===== src/rtl/ibr_pkg.sv =====
package ibr_pkg;

    // Word slots of the host register window (byte offset bits 3:2)
    localparam logic [1:0] SLOT_CTRL = 2'd0;
    localparam logic [1:0] SLOT_MODE = 2'd1;
    localparam logic [1:0] SLOT_ADDR = 2'd2;
    localparam logic [1:0] SLOT_DATA = 2'd3;

    // Mode word layout
    localparam int MODE_WR_BIT = 0;
    localparam int MODE_BE_LSB = 4;

    typedef enum logic {
        ST_IDLE = 1'b0,
        ST_BUSY = 1'b1
    } seq_state_e;

    // One-hot write strobes for the staging registers
    typedef struct packed {
        logic ctrl;
        logic mode;
        logic addr;
        logic data;
    } stage_we_t;

    function automatic stage_we_t decode_we(input logic sel, input logic wr,
                                            input logic [3:0] ofs);
        stage_we_t w;
        logic hit;
        hit    = sel && wr && (ofs[1:0] == 2'b00);
        w.ctrl = hit && (ofs[3:2] == SLOT_CTRL);
        w.mode = hit && (ofs[3:2] == SLOT_MODE);
        w.addr = hit && (ofs[3:2] == SLOT_ADDR);
        w.data = hit && (ofs[3:2] == SLOT_DATA);
        return w;
    endfunction

endpackage


===== src/rtl/ibr_sequencer.sv =====
module ibr_sequencer
    import ibr_pkg::*;
(
    input  logic clk,
    input  logic rst,
    input  logic start,
    input  logic ack,
    output logic busy
);
    seq_state_e state_q;

    always_ff @(posedge clk) begin
        if (rst) begin
            state_q <= ST_IDLE;
        end else begin
            case (state_q)
                ST_IDLE: if (start) state_q <= ST_BUSY;
                ST_BUSY: if (ack)   state_q <= ST_IDLE;
                default:            state_q <= ST_IDLE;
            endcase
        end
    end

    assign busy = (state_q == ST_BUSY);


    start_launch_chk: assert property (@(posedge clk) disable iff (rst)
        (start && !busy) |=> busy);

    hold_until_ack_chk: assert property (@(posedge clk) disable iff (rst)
        (busy && !ack) |=> busy);

    release_on_ack_chk: assert property (@(posedge clk) disable iff (rst)
        (busy && ack) |=> !busy);
endmodule


===== src/rtl/ibr_stage_regs.sv =====
module ibr_stage_regs
    import ibr_pkg::*;
#(
    parameter int DW     = 32,
    parameter int AW     = 16,
    parameter int MODE_W = 8
) (
    input  logic              clk,
    input  logic              rst,
    input  stage_we_t         we,
    input  logic [DW-1:0]     wdata,
    input  logic              busy,
    input  logic              capture,
    input  logic [DW-1:0]     cap_data,
    output logic [MODE_W-1:0] mode_q,
    output logic [AW-1:0]     addr_q,
    output logic [DW-1:0]     data_q
);
    logic open;
    assign open = !busy;

    always_ff @(posedge clk) begin
        if (rst) begin
            mode_q <= '0;
            addr_q <= '0;
            data_q <= '0;
        end else begin
            if (open && we.mode) mode_q <= wdata[MODE_W-1:0];
            if (open && we.addr) addr_q <= wdata[AW-1:0];
            if (capture)
                data_q <= cap_data;
            else if (open && we.data)
                data_q <= wdata;
        end
    end


    frozen_while_busy_chk: assert property (@(posedge clk) disable iff (rst)
        (busy && !capture) |=> ($stable(mode_q) && $stable(addr_q) && $stable(data_q)));
endmodule


===== src/rtl/ibr_lane_mask.sv =====
module ibr_lane_mask #(
    parameter int DW    = 32,
    parameter int LANES = DW / 8
) (
    input  logic [LANES-1:0] be,
    input  logic [DW-1:0]    din,
    output logic [DW-1:0]    dout
);
    for (genvar i = 0; i < LANES; i++) begin : g_lane
        assign dout[i*8 +: 8] = be[i] ? din[i*8 +: 8] : 8'h00;
    end
endmodule


===== src/rtl/ibr_top.sv =====
module ibr_top
    import ibr_pkg::*;
#(
    parameter int DW = 32,
    parameter int AW = 16
) (
    input  logic              clk,
    input  logic              rst,
    input  logic              h_sel,
    input  logic              h_wr,
    input  logic [3:0]        h_addr,
    input  logic [DW-1:0]     h_wdata,
    output logic [DW-1:0]     h_rdata,
    output logic              dn_req,
    output logic              dn_wr,
    output logic [AW-1:0]     dn_addr,
    output logic [DW/8-1:0]   dn_be,
    output logic [DW-1:0]     dn_wdata,
    input  logic              dn_ack,
    input  logic [DW-1:0]     dn_rdata
);
    localparam int LANES  = DW / 8;
    localparam int MODE_W = MODE_BE_LSB + LANES;

    stage_we_t         we;
    logic              busy;
    logic              start;
    logic              capture;
    logic [MODE_W-1:0] mode_q;
    logic [AW-1:0]     addr_q;
    logic [DW-1:0]     data_q;

    assign we      = decode_we(h_sel, h_wr, h_addr);
    assign start   = we.ctrl && h_wdata[0];
    assign capture = busy && dn_ack && !mode_q[MODE_WR_BIT];

    ibr_sequencer u_seq (
        .clk   (clk),
        .rst   (rst),
        .start (start),
        .ack   (dn_ack),
        .busy  (busy)
    );

    ibr_stage_regs #(.DW(DW), .AW(AW), .MODE_W(MODE_W)) u_regs (
        .clk      (clk),
        .rst      (rst),
        .we       (we),
        .wdata    (h_wdata),
        .busy     (busy),
        .capture  (capture),
        .cap_data (dn_rdata),
        .mode_q   (mode_q),
        .addr_q   (addr_q),
        .data_q   (data_q)
    );

    ibr_lane_mask #(.DW(DW), .LANES(LANES)) u_mask (
        .be   (dn_be),
        .din  (data_q),
        .dout (dn_wdata)
    );

    assign dn_req  = busy;
    assign dn_wr   = mode_q[MODE_WR_BIT];
    assign dn_addr = addr_q;
    assign dn_be   = mode_q[MODE_BE_LSB +: LANES];

    always_comb begin
        h_rdata = '0;
        if (h_sel && !h_wr) begin
            case (h_addr[3:2])
                SLOT_CTRL: h_rdata[0]          = busy;
                SLOT_MODE: h_rdata[MODE_W-1:0] = mode_q;
                SLOT_ADDR: h_rdata[AW-1:0]     = addr_q;
                default:   h_rdata             = data_q;
            endcase
        end
    end


    req_fields_stable_chk: assert property (@(posedge clk) disable iff (rst)
        (dn_req && !dn_ack) |=> (dn_req && $stable(dn_addr) && $stable(dn_wr)
                                 && $stable(dn_be) && $stable(dn_wdata)));

    read_capture_chk: assert property (@(posedge clk) disable iff (rst)
        (dn_req && dn_ack && !dn_wr) |=> (data_q == $past(dn_rdata)));

    write_keeps_data_chk: assert property (@(posedge clk) disable iff (rst)
        (dn_req && dn_ack && dn_wr) |=> $stable(data_q));

    clear_bit_no_start_chk: assert property (@(posedge clk) disable iff (rst)
        (!dn_req && h_sel && h_wr && !h_wdata[0]
         && !(h_addr[3:2] == SLOT_CTRL && h_addr[1:0] == 2'b00 && h_wdata[0])) |=> !dn_req);
endmodule


===== config.mk =====
export PLATFORM = sky130hd
export DESIGN_NAME = ibr_top
export DESIGN_NICKNAME = d
export VERILOG_FILES = /design/src/rtl/ibr_pkg.sv /design/src/rtl/ibr_sequencer.sv /design/src/rtl/ibr_stage_regs.sv /design/src/rtl/ibr_lane_mask.sv /design/src/rtl/ibr_top.sv
export SDC_FILE = /design/constraint.sdc
export NUM_CORES = 1
export LEC_CHECK = 0
export BUFFER_PORTS_ARGS = -buffer_cell sky130_fd_sc_hd__buf_2
export CAP_MARGIN = 40
export CORE_MARGIN = 5
export CORE_UTILIZATION = 43
export CTS_BUF_LIST = sky130_fd_sc_hd__clkbuf_4 sky130_fd_sc_hd__clkbuf_8
export DETAILED_ROUTE_END_ITERATION = 10
export GPL_TIMING_DRIVEN = 0
export PLACE_DENSITY_LB_ADDON = 0.08
export SYNTH_ARGS = -nofsm -noshare
export SYNTH_HDL_FRONTEND = slang
export SYNTH_SLANG_ARGS = --single-unit

===== constraint.sdc =====
create_clock -name clk -period 2.1 [get_ports clk]
set_clock_uncertainty 0.05 [all_clocks]
set_input_delay 0.63 -clock clk [delete_from_list [all_inputs] [get_ports clk]]
set_output_delay 0.63 -clock clk [all_outputs]
set_load 0.05 [all_outputs]

==> results.toml <==
[run_status]
status = "complete, but fails checks"
failed_checks = "setup timing"

[setup_path]
cp_top_family = "buffers and inverters"
slowest_delay_ns = 0.29
path_cells = "buf_12 -> buf_12 -> buf_12 -> mux4_2 -> nor2b_4 -> buf_6"
crit_end = "h_rdata[0]"
cp.arrival_ns = 1.61
cp_max_fo = 6
critPathBufInv = 4
cp_num_cells = 6
cp.required_ns = 1.42
crit_top_cell = "buf_12"
r2r_end = "u_regs.data_q[3]"
r2r-start = "u_seq.busy"
crit_path_start = "h_addr[2]"
r2r_cells = 5
rrSetupSlack_ns = 0.45
crit_path_end_kind = "output port"
crit_type = "input pin to output port"
start_kind = "input pin"
crit_slowest_cell = "mux4_2"

[logic_synthesis]
netlist.area_leader.share_pct = 34.4
ys_top_cells_by_area = "dfxtp_1, and2_1, nand3_1, a311oi_1, o21ai_0"
ys.flop_type = "dfxtp_1"
syn-instance-count = 407
ys_warn_count = 0
syn_area_mm2 = 0.00332
synth.avg_cell_area_um2 = 8.15
yosysTopAreaCell = "dfxtp_1"
async_flop_share_pct = 0
synth.distinct_cells = 33
yosysSeqAreaShare_pct = 34.4
syn_nets = 480
ys_top_cells_by_count = "dfxtp_1, and2_1, nand3_1"
yosysMostFrequentCell = "dfxtp_1"
synth_edf_count = 0
synth.ff_latch_count = 57

[drt]
drc = 0
firstDrtPassIters = 4
vias = 3906
routed_wirelength_mm = 12.8
ant_nets = 0
wl_per_cell_um = 18.3
drt-initial-drc-count = 210
vias_per_cell = 5.59

[die]
die_y_um = 97.8
core_area_mm2 = 0.00761
initial_utilization_pct = 43.6
dieArea_mm2 = 0.00957
die_x_um = 97.8
io_pins = 159
row_count = 32

[cts]
path_clk_slew_ns = 0.06
root_buffer = "clkbuf_8"
cts_tree = "yes"
clk_latency_ns = 0.34
cts_max_level = 3
clock-sinks = 57
numCtsBuffers = 9
clockBufferDepth = 2

[sta]
fmax_ghz = 0.437
finalSetupTns_ns = -4.00
slew_headroom_pct = 59.4
holdWs_ns = 0.446
max_slew.worst_pin.slew_ns = 0.609
fin_crit_ns = 2.29
setup_viol = 32
fin_ws_ns = -0.191
hold_viol_final = 0
finalCritPeriodShare_pct = 109
finalMaxSlewViolations = 0
rsz0062_at_grt = "true"

[cells_and_area]
register_area_mm2 = 0.00114
multi_input_area_mm2 = 0.00218
fillerInstances = 636
layoutNonFillerInstCount = 699
area_growth_pct = 59.5
drive_gt1_share_pct = 47.7
nets = 665
diodes = 0

[global_route]
grt_usage_pct = 25.6
grt_pass1_vias = 3782
grt_start_max_net_pins = 12
overflow = 0
antenna_found_initial = 0
grt_pass1_wl_mm = 19.8

[placed_design]
dp.cells = 666
placement.io_buffers = 157
dp_hpwl_mm = 8.78
gp_congestion = 0.852

[power_and_ir_drop]
p_leak_nw = 2.19
pwr_density_cell_mw_per_mm2 = 489
irDropWorstVdd_uv = 297

[hold_path]
hp-class = "flop to flop"

[job]
cap_violations = 0
flip-flops by register name, summed over array words and instances, names as in the netlist:
signal / cells
u_seq.busy: 1
u_regs.addr_q: 16
u_regs.data_q: 32
u_regs.mode_q: 8
cell usage in the layout, fill, tap and decap left out, types with 5 or more instances in the layout:
cell type and instances:
nand2b_1 17, clkbuf_1 14, a22oi_2 7, a31oi_1 5, clkbuf_8 12, a311oi_1 27, buf_2 127, nand3_1 48
o21ai_1 15, dfxtp_1 54, buf_4 17, buf_12 5, mux2i_1 8, o21ai_0 33, buf_6 25, buf_8 23
nor2_4 10, nor2_2 6, and2_4 16, nor2_1 28, a21oi_1 17, o21bai_1 5, mux2_4 5, and2_1 32
routing by layer:
metal  global-route usage [%]  share of wire (%)
met5                        0                  0
met4                     8.41                2.5
met3                     6.14                7.3
met2                     40.8                 47
met1                     34.0                 43
cells by family (layout without fill, tap and decap cells):
group | after synthesis | in the layout | share of synthesized area (%)
and+or+nand+nor | 173 | 173 | 29.0
AOI/OAI and AO/OA | 109 | 109 | 20.6
DFF | 57 | 57 | 34.4
buffers and inverters | 44 | 234 | 8.07
muxes | 24 | 24 | 7.88
worst register-to-register path: cells and delay by family (launching register included):
family,cells,cell delay [ns]
compound gates,2,0.35
buf+inv,2,0.36
flops,1,0.32
simple gates,1,0.42
final cells by class:
type | instances | area share (%)
repair buffers | 175 | 24.8
multi-input cells | 306 | 41.2
clock inverters | 2 | 0.662
plain buffers | 43 | 5.96
flip-flops and latches | 57 | 21.6
well taps | 102 | 2.41
clock buffers | 14 | 3.41
worst min-delay path by stage:
stage                           start           endpoint  slack, ns  cells after the start
global route        u_regs.data_q[28]  u_regs.data_q[28]       0.48                      2
global placement     u_regs.mode_q[1]   u_regs.mode_q[1]       0.41                      2
CTS                  u_regs.mode_q[1]   u_regs.mode_q[1]       0.44                      2
finish               u_regs.mode_q[1]   u_regs.mode_q[1]       0.45                      2
floorplan            u_regs.mode_q[1]   u_regs.mode_q[1]       0.40                      2
detailed placement   u_regs.mode_q[1]   u_regs.mode_q[1]       0.42                      2
through the flow:
| step | cell area, um2 | setup WS (ns) | total power, mW | utilization (%) |
|---|---|---|---|---|
| after floorplan | 3440 | -0.176 | 1.27 | - |
| after global placement | 4360 | -0.490 | 1.40 | 57.3 |
| after detailed placement | 4360 | -0.488 | 1.40 | 57.3 |
| after CTS | 5190 | -0.196 | 2.57 | 68.2 |
| after global routing | 5290 | -0.200 | 2.66 | 69.5 |
| final | 5290 | -0.191 | 2.59 | 69.5 |
repair_timing:
action	CTS	global route
pin swaps	11	10
resized for setup	125	30
buffers inserted	13	2
hold buffers	0	0
gates cloned	3	0
setup endpoints to repair	38	40
power breakdown:
group          switching (mW)  total, mW  internal, mW
combinational           0.193      0.359         0.166
clock                   0.458       1.13         0.671
sequential            0.00980       1.10          1.09
total                   0.661       2.59          1.93
No activity file was read; power rests on OpenSTA's default activity.
